`src/rtl/mfe_pkg.sv`:
```
package mfe_pkg;
   typedef enum logic [2:0] {
      FLT_NONE  = 3'd0,
      FLT_STUCK = 3'd1,
      FLT_TRANS = 3'd2,
      FLT_IDEM  = 3'd3,
      FLT_INV   = 3'd4
   } flt_kind_e;
endpackage

```
`src/rtl/mfe_cell_array.sv`:
```
module mfe_cell_array #(
   parameter int DEPTH = 16
) (
   input  logic             clk,
   input  logic             rst_n,
   input  logic [DEPTH-1:0] wr_mask,
   input  logic [DEPTH-1:0] wr_val,
   output logic [DEPTH-1:0] cell_q
);
   for (genvar i = 0; i < DEPTH; i++) begin : g_cell
      always_ff @(posedge clk) begin
         if (!rst_n)          cell_q[i] <= 1'b0;
         else if (wr_mask[i]) cell_q[i] <= wr_val[i];
      end
   end
endmodule

```
`src/rtl/mfe_fault_ctrl.sv`:
```
module mfe_fault_ctrl
   import mfe_pkg::*;
#(
   parameter int DEPTH        = 16,
   parameter bit HAS_COUPLING = 1'b1,
   localparam int AW          = $clog2(DEPTH)
) (
   input  flt_kind_e        kind,
   input  logic [AW-1:0]    victim,
   input  logic [AW-1:0]    aggr,
   input  logic             pol,
   input  logic             trig,
   input  logic             force_val,
   input  logic             req_en,
   input  logic             req_we,
   input  logic [AW-1:0]    req_addr,
   input  logic             req_wdata,
   input  logic [DEPTH-1:0] cell_q,
   output logic [DEPTH-1:0] wr_mask,
   output logic [DEPTH-1:0] wr_val
);
   logic do_wr, cur_bit, main_val, cpl_hit, cpl_val;

   assign do_wr   = req_en && req_we;
   assign cur_bit = cell_q[req_addr];

   // data that lands in the addressed cell
   always_comb begin
      main_val = req_wdata;
      if (req_addr == victim) begin
         case (kind)
            FLT_STUCK: main_val = pol;
            FLT_TRANS: main_val = (cur_bit == pol) ? pol : req_wdata;
            default:   main_val = req_wdata;
         endcase
      end
   end

   if (HAS_COUPLING) begin : g_cpl
      logic cpl_kind;
      assign cpl_kind = (kind == FLT_IDEM) || (kind == FLT_INV);
      assign cpl_hit  = do_wr && cpl_kind && (req_addr == aggr) &&
                        (cur_bit != req_wdata) && (req_wdata == trig);
      assign cpl_val  = (kind == FLT_IDEM) ? force_val : !cell_q[victim];
   end else begin : g_nocpl
      assign cpl_hit = 1'b0;
      assign cpl_val = 1'b0;
   end

   always_comb begin
      wr_mask = '0;
      wr_val  = cell_q;
      if (do_wr) begin
         wr_mask[req_addr] = 1'b1;
         wr_val[req_addr]  = main_val;
      end
      if (cpl_hit) begin
         wr_mask[victim] = 1'b1;
         wr_val[victim]  = cpl_val;
      end
   end
endmodule

```
`src/rtl/mfe_read_port.sv`:
```
module mfe_read_port
   import mfe_pkg::*;
#(
   parameter int DEPTH = 16,
   localparam int AW   = $clog2(DEPTH)
) (
   input  logic             clk,
   input  logic             rst_n,
   input  flt_kind_e        kind,
   input  logic [AW-1:0]    victim,
   input  logic             pol,
   input  logic             req_en,
   input  logic             req_we,
   input  logic [AW-1:0]    req_addr,
   input  logic [DEPTH-1:0] cell_q,
   output logic             rdata
);
   logic rd_bit;
   assign rd_bit = (kind == FLT_STUCK && req_addr == victim) ? pol : cell_q[req_addr];

   always_ff @(posedge clk) begin
      if (!rst_n)                rdata <= 1'b0;
      else if (req_en && !req_we) rdata <= rd_bit;
   end
endmodule

```
`src/rtl/mfe_fault_emu.sv`:
```
module mfe_fault_emu
   import mfe_pkg::*;
#(
   parameter int DEPTH        = 16,
   parameter bit HAS_COUPLING = 1'b1,
   localparam int AW          = $clog2(DEPTH)
) (
   input  logic          clk,
   input  logic          rst_n,
   input  logic [2:0]    cfg_kind,
   input  logic [AW-1:0] cfg_victim,
   input  logic [AW-1:0] cfg_aggr,
   input  logic          cfg_pol,
   input  logic          cfg_trig,
   input  logic          cfg_force,
   input  logic          req_en,
   input  logic          req_we,
   input  logic [AW-1:0] req_addr,
   input  logic          req_wdata,
   output logic          rsp_rdata
);
   if (DEPTH < 2 || (1 << AW) != DEPTH) begin : g_bad_depth
      $error("mfe_fault_emu: DEPTH must be a power of two of at least 2");
   end

   flt_kind_e        kind;
   logic [DEPTH-1:0] store_q, wr_mask, wr_val;

   assign kind = flt_kind_e'(cfg_kind);

   mfe_fault_ctrl #(.DEPTH(DEPTH), .HAS_COUPLING(HAS_COUPLING)) u_ctrl (
      .kind(kind), .victim(cfg_victim), .aggr(cfg_aggr), .pol(cfg_pol),
      .trig(cfg_trig), .force_val(cfg_force), .req_en(req_en), .req_we(req_we),
      .req_addr(req_addr), .req_wdata(req_wdata), .cell_q(store_q),
      .wr_mask(wr_mask), .wr_val(wr_val)
   );

   mfe_cell_array #(.DEPTH(DEPTH)) u_cells (
      .clk(clk), .rst_n(rst_n), .wr_mask(wr_mask), .wr_val(wr_val), .cell_q(store_q)
   );

   mfe_read_port #(.DEPTH(DEPTH)) u_rd (
      .clk(clk), .rst_n(rst_n), .kind(kind), .victim(cfg_victim), .pol(cfg_pol),
      .req_en(req_en), .req_we(req_we), .req_addr(req_addr), .cell_q(store_q),
      .rdata(rsp_rdata)
   );
endmodule

```
`config.mk`:
```
export PLATFORM = sky130hd
export DESIGN_NAME = mfe_fault_emu
export DESIGN_NICKNAME = d
export VERILOG_FILES = /design/src/rtl/mfe_pkg.sv /design/src/rtl/mfe_cell_array.sv /design/src/rtl/mfe_fault_ctrl.sv /design/src/rtl/mfe_read_port.sv /design/src/rtl/mfe_fault_emu.sv
export SDC_FILE = /design/constraint.sdc
export NUM_CORES = 1
export LEC_CHECK = 0
export BUFFER_PORTS_ARGS = -buffer_cell sky130_fd_sc_hd__buf_2
export CORE_MARGIN = 4
export CORE_UTILIZATION = 40
export DETAILED_ROUTE_END_ITERATION = 8
export PLACE_DENSITY = 0.7
export SETUP_SLACK_MARGIN = 0.2
export SYNTH_ARGS = -nofsm -noshare
export SYNTH_HDL_FRONTEND = slang
export SYNTH_SLANG_ARGS = --single-unit
```
`constraint.sdc`:
```
create_clock -name clk -period 3.28 [get_ports clk]
set_input_delay 0.164 -clock clk [delete_from_list [all_inputs] [get_ports clk]]
set_output_delay 0.164 -clock clk [all_outputs]
set_load 0.01 [all_outputs]
```
# Word-level counts from Yosys, hierarchy flattened
# Cells that the tools add are included.
[op_classes]
order_cmp = 4
n_eq_ne = 9
mux = 19
bitwise_logic = 1
n_reduce_logical = 12
[op_table]
columns = ["operator", "count"]
rows = [
  ["16-bit 2-to-1 mux", 4],
  ["16-bit bitwise mux", 2],
  ["16-bit OR", 1],
  ["4-bit by 5-bit less-than comparator with 1-bit output, second input constant", 2],
  ["1-bit logical AND", 9],
  ["1-bit binary-select mux with 4-bit select", 2],
  ["1-bit demux with 4-bit select", 2],
  ["4-bit equality test", 2],
  ["4-bit by 1-bit >= comparator with 1-bit output, second input constant", 2],
  ["1-bit 2-to-1 mux", 8],
  ["3-bit by 2-bit equality test with 1-bit output, second input constant", 2],
  ["3-bit by 1-bit equality test with 1-bit output, second input constant", 1],
  ["3-bit equality test, second input constant", 1],
  ["1-bit equality test", 2],
  ["1-bit zero test", 2],
  ["1-bit case mux with 2 select lines", 1],
  ["1-bit logical OR", 1],
  ["1-bit inequality test", 1],
]
[totals]
regBits = 17
in_bits = 23
out_inout_bits = 1

# Longest topological paths before layout
[depth]
ltp_word = 10
depth_mapped = 8

# Hierarchy
# Synthesis repeated with hierarchy kept, for this count alone.
[unflattened]
cells_unflattened = 255
area_unflattened_um2 = 2220.9
[modules_own_cells]
columns = ["mod", "n_inst", "cells_per_inst", "area_per_inst_um2", "seq_area_each_um2"]
rows = [
  ["mfe_fault_ctrl", 1, 171, 1340.0, 0.0],
  ["mfe_cell_array", 1, 49, 600.6, 320.3],
  ["mfe_read_port", 1, 35, 280.3, 20.0],
]

# Least setup slack after synthesis
# No wires, ideal clock.
[synth_timing]
kind = "input-to-reg"
startpoint = "input req_addr[1]"
endpoint = "register u_cells.cell_q[15]"
arrival_time_ns = 1.815
required_ns = 3.147
path_slack_ns = 1.333
cell_stages = 8
path_buffers = 2
cell_sequence = "clkbuf_1 xnor2_1 nand3_1 or4_4 a22o_1 buf_2 nor3_1 o32ai_1"
[synth_via]
elab_chain_cells = 10
elab_cells_between_ends = 24
cone_classes = "2 x order compare; 4 x eq/ne; 13 x mux; 1 x bitwise; 4 x reduce/logical"
[synth_rtl]
columns = ["item", "line", "rtl"]
rows = [
  ["start, declared", "mfe_fault_emu.sv:18", "input logic [AW-1:0] req_addr,"],
  ["1-bit binary-select mux with 4-bit select", "mfe_fault_ctrl.sv:25", "assign cur_bit = cell_q[req_addr];"],
  ["1-bit 2-to-1 mux (implied by the code)", "mfe_fault_ctrl.sv:25", ""],
  ["1-bit equality test", "mfe_fault_ctrl.sv:33", "FLT_TRANS: main_val = (cur_bit == pol) ? pol : req_wdata;"],
  ["1-bit 2-to-1 mux", "mfe_fault_ctrl.sv:33", ""],
  ["1-bit case mux with 2 select lines", "mfe_fault_ctrl.sv:31", "case (kind)"],
  ["1-bit 2-to-1 mux", "mfe_fault_ctrl.sv:30", "if (req_addr == victim) begin"],
  ["16-bit bitwise mux", "mfe_fault_ctrl.sv:55", "wr_val[req_addr] = main_val;"],
  ["16-bit 2-to-1 mux", "mfe_fault_ctrl.sv:53", "if (do_wr) begin"],
  ["16-bit bitwise mux", "mfe_fault_ctrl.sv:59", "wr_val[victim] = cpl_val;"],
  ["16-bit 2-to-1 mux", "mfe_fault_ctrl.sv:57", "if (cpl_hit) begin"],
  ["end signal, assigned by index", "mfe_cell_array.sv:13", "else if (wr_mask[i]) cell_q[i] <= wr_val[i];"],
  ["end, declared", "mfe_cell_array.sv:8", "output logic [DEPTH-1:0] cell_q"],
]
# Parallel ways exist; a longest one is shown, timed or not. The select of a mux whose other input is x is not followed.
# A chain may end at the register's enable or synchronous reset.

# Worst setup path in the final report
[layout_timing]
startpoint = "register u_cells.cell_q[15]"
endpoint = "register u_cells.cell_q[15]"
[layout_via]
elab_chain_cells = 10
elab_cells_between_ends = 18
cone_classes = "2 x eq/ne; 13 x mux; 3 x reduce/logical"
[layout_rtl]
columns = ["item", "line"]
rows = [
  ["1-bit binary-select mux with 4-bit select", "mfe_fault_ctrl.sv:25"],
  ["1-bit 2-to-1 mux (implied by the code)", "mfe_fault_ctrl.sv:25"],
  ["1-bit equality test", "mfe_fault_ctrl.sv:33"],
  ["1-bit 2-to-1 mux", "mfe_fault_ctrl.sv:33"],
  ["1-bit case mux with 2 select lines", "mfe_fault_ctrl.sv:31"],
  ["1-bit 2-to-1 mux", "mfe_fault_ctrl.sv:30"],
  ["16-bit bitwise mux", "mfe_fault_ctrl.sv:55"],
  ["16-bit 2-to-1 mux", "mfe_fault_ctrl.sv:53"],
  ["16-bit bitwise mux", "mfe_fault_ctrl.sv:59"],
  ["16-bit 2-to-1 mux", "mfe_fault_ctrl.sv:57"],
]
# Parallel ways exist; a longest one is shown, timed or not. The select of a mux whose other input is x is not followed.

==> impl_metrics.yaml <==
floorplan:
  dieArea_um2: 5210
  die_h_um: 72.2
  rows: 23
  die_w_um: 72.2
  io_pins: 24
  start_util_pct: 41.2
  core-area_um2: 4000
sta:
  worst_slew_pin_slew_ns: 1.06
  rsz0062_at_grt: "false"
  fin_skew_ns: 0.00443
  worst_hold_slack_ns: 0.251
  slew_headroom_pct: 28.7
  hold_viol_final: 0
  final_max_slew_viol_count: 0
  finalSetupTns_ns: 0
  fin_crit_ns: 2.41
  max_freq_ghz: 0.415
  post-route-period-util_pct: 73.4
  setup_viol: 0
placed_design:
  hpwl_mm: 3.61
  port_buffers: 23
  routabilityCongestion: 0.955
  dp.cells: 252
  place_area_um2: 1760
cells_and_area:
  syn_to_final_growth_pct: 9.26
  final_nets: 230
  instances_no_fill: 256
  drive_above_1_share_pct: 19.9
  final_area_um2: 1800
  diodes: 0
clock_tree:
  cts_setup_buffers: 0
  clk_path_buf_depth: 2
  h-tree-depth: 1
  post_cts_resized: 0
  clk_latency_ns: 0.26
  cts_buffers: 3
  clkTransAtPathRegs_ns: 0.07
  cts_hold_buffers: 0
  cts_tree: "done"
  clockRootBuffer: "clkbuf_8"
  cts_num_sinks: 17
detailed_routing:
  drt-vias-per-instance: 6.57
  wl_per_cell_um: 18.8
  totalWireLength_mm: 4.81
  drtAntennaViolNets: 0
  vias: 1681
  drt-initial-drc-count: 144
  drc: 0
  dr.pass1.iters: 5
global_routing:
  grt_pass1_vias: 1601
  grt_usage_pct: 19.5
  antenna_found_initial: 0
  overflow: 0
  grt_max_degree: 25
  grt_pass1_wl_mm: 8.00
synth:
  syn_nets: 214
  async_flop_share_pct: 0
  synth_edf_count: 0
  synthTopCellsByCount: "dfxtp_1 (17), mux2i_1 (16), nor2_1 (15), o21ai_0 (11)"
  ys_top_cells_by_area: "dfxtp_1 (21%), mux2i_1 (9.7%), mux4_2 (6.8%), mux4_1 (4.8%), xnor2_1 (4.8%)"
  yosysSeqAreaShare_pct: 20.6
  yosys.area.top_type: "dfxtp_1"
  ys_warn_count: 0
  synth_most_common_cell: "dfxtp_1"
  synth_top_area_share_pct: 20.6
  syn_area_um2: 1650
  synthFlopType: "dfxtp_1"
  synthCells: 191
  synth_cell_types: 53
  ys_ff_latch: 17
  avgSynthCellArea_um2: 8.63
worst_setup_path:
  critical-path-max-stage-delay_ns: 0.49
  crit_chain: "mux4_2, mux2_2, a22o_1, nor2_2, o21ai_0, o32ai_1"
  start_kind: "register"
  cpMaxStageDelayCell: "mux4_2"
  worstSetupPathType: "reg -> reg"
  worst_setup_path_end_kind: "register"
  cp.arrival_ns: 2.58
  required_ns: 3.46
  critPathMaxFanout: 13
power:
  peakVddDrop_mv: 0.168
  p_leak_nw: 0.693
  p_per_area_nw_per_um2: 273
outcome:
  outcome: "finished, final reports clean"
hold_path:
  hp-class: "in -> reg"
job:
  cap_violations: 0
-- cell type report --
class	count	area [µm²]
clock buffer	4	45.0
multi-input combinational	157	1220
tap	50	62.6
sequential	17	340
fill	402	2200
inverter	5	18.8
timing repair buffer	23	115
-- sequential cells by signal, summed over array words and instances (netlist names) --
name / flops
u_rd.rdata: 1
u_cells.cell_q: 16
-- logic make-up (layout without fill, tap and decap cells) --
family                    after synthesis  count (layout)  synth area share (%)
AOI/OAI and AO/OA                      47              47                  21.2
xor gates and xnor gates                9               9                  4.78
buffers and inverters                  17              32                  5.39
DFF                                    17              17                  20.6
muxes                                  25              25                  22.0
and+or+nand+nor                        76              76                  25.9
-- through the flow --
stage,worst slack (ns),utilization (%),power (mW)
3_3_place_gp,0.700,43.9,0.327
2_1_floorplan,1.33,-,0.294
6_report,0.872,45.0,0.491
3_5_place_dp,0.749,43.9,0.328
5_1_grt,0.767,45.0,0.514
4_1_cts,0.890,45.0,0.492
-- final timing paths --
| check | startpoint | end | slack, ns | depth (start not counted) |
|---|---|---|---|---|
| worst min-delay path | req_we | u_rd.rdata$_SDFFE_PN0P_ | 0.25 | 3 |
| worst max register to register | u_cells.cell_q[15]$_SDFFE_PN0P_ | u_cells.cell_q[15]$_SDFFE_PN0P_ | 0.87 | 6 |
| worst min register to register | u_rd.rdata$_SDFFE_PN0P_ | u_rd.rdata$_SDFFE_PN0P_ | 0.54 | 2 |
| worst max-delay path | u_cells.cell_q[15]$_SDFFE_PN0P_ | u_cells.cell_q[15]$_SDFFE_PN0P_ | 0.87 | 6 |
-- worst max-delay path, delay by kind of cell, from the launching register on --
kind,cells,cell delay (ns)
muxes,2,0.77
AOI/OAI and AO/OA,3,0.74
and+or+nand+nor,1,0.46
DFF,1,0.34
-- cells in the final DEF, fill, tap and decap left out, types with 7 or more instances in the layout --
| cell type | count |
|---|---|
| a22oi_1 | 7 |
| xnor2_1 | 9 |
| nand2_1 | 9 |
| a21o_1 | 7 |
| nand4_1 | 7 |
| nand2b_1 | 7 |
| dfxtp_1 | 17 |
| buf_2 | 23 |
| mux2i_1 | 16 |
| o21ai_0 | 11 |
| nand3_1 | 8 |
| nor2_1 | 15 |
| nor3_1 | 7 |
-- where the power goes --
group	leakage (nW)	switching, mW	internal, mW	total (mW)
clock network	0.0228	0.0794	0.0866	0.166
logic	0.533	0.0697	0.0421	0.112
registers	0.137	0.00315	0.210	0.213
-- layer usage --
layer  wire length [µm]  track usage, %  vias to the layer above
met2               2250            32.4                      102
met1               1940            26.2                      803
met5                  0               0                        -
met4                 93            6.89                        0
li1                   -               -                      764
met3                529            2.08                       12
No activity file was read; power rests on OpenSTA's default activity.
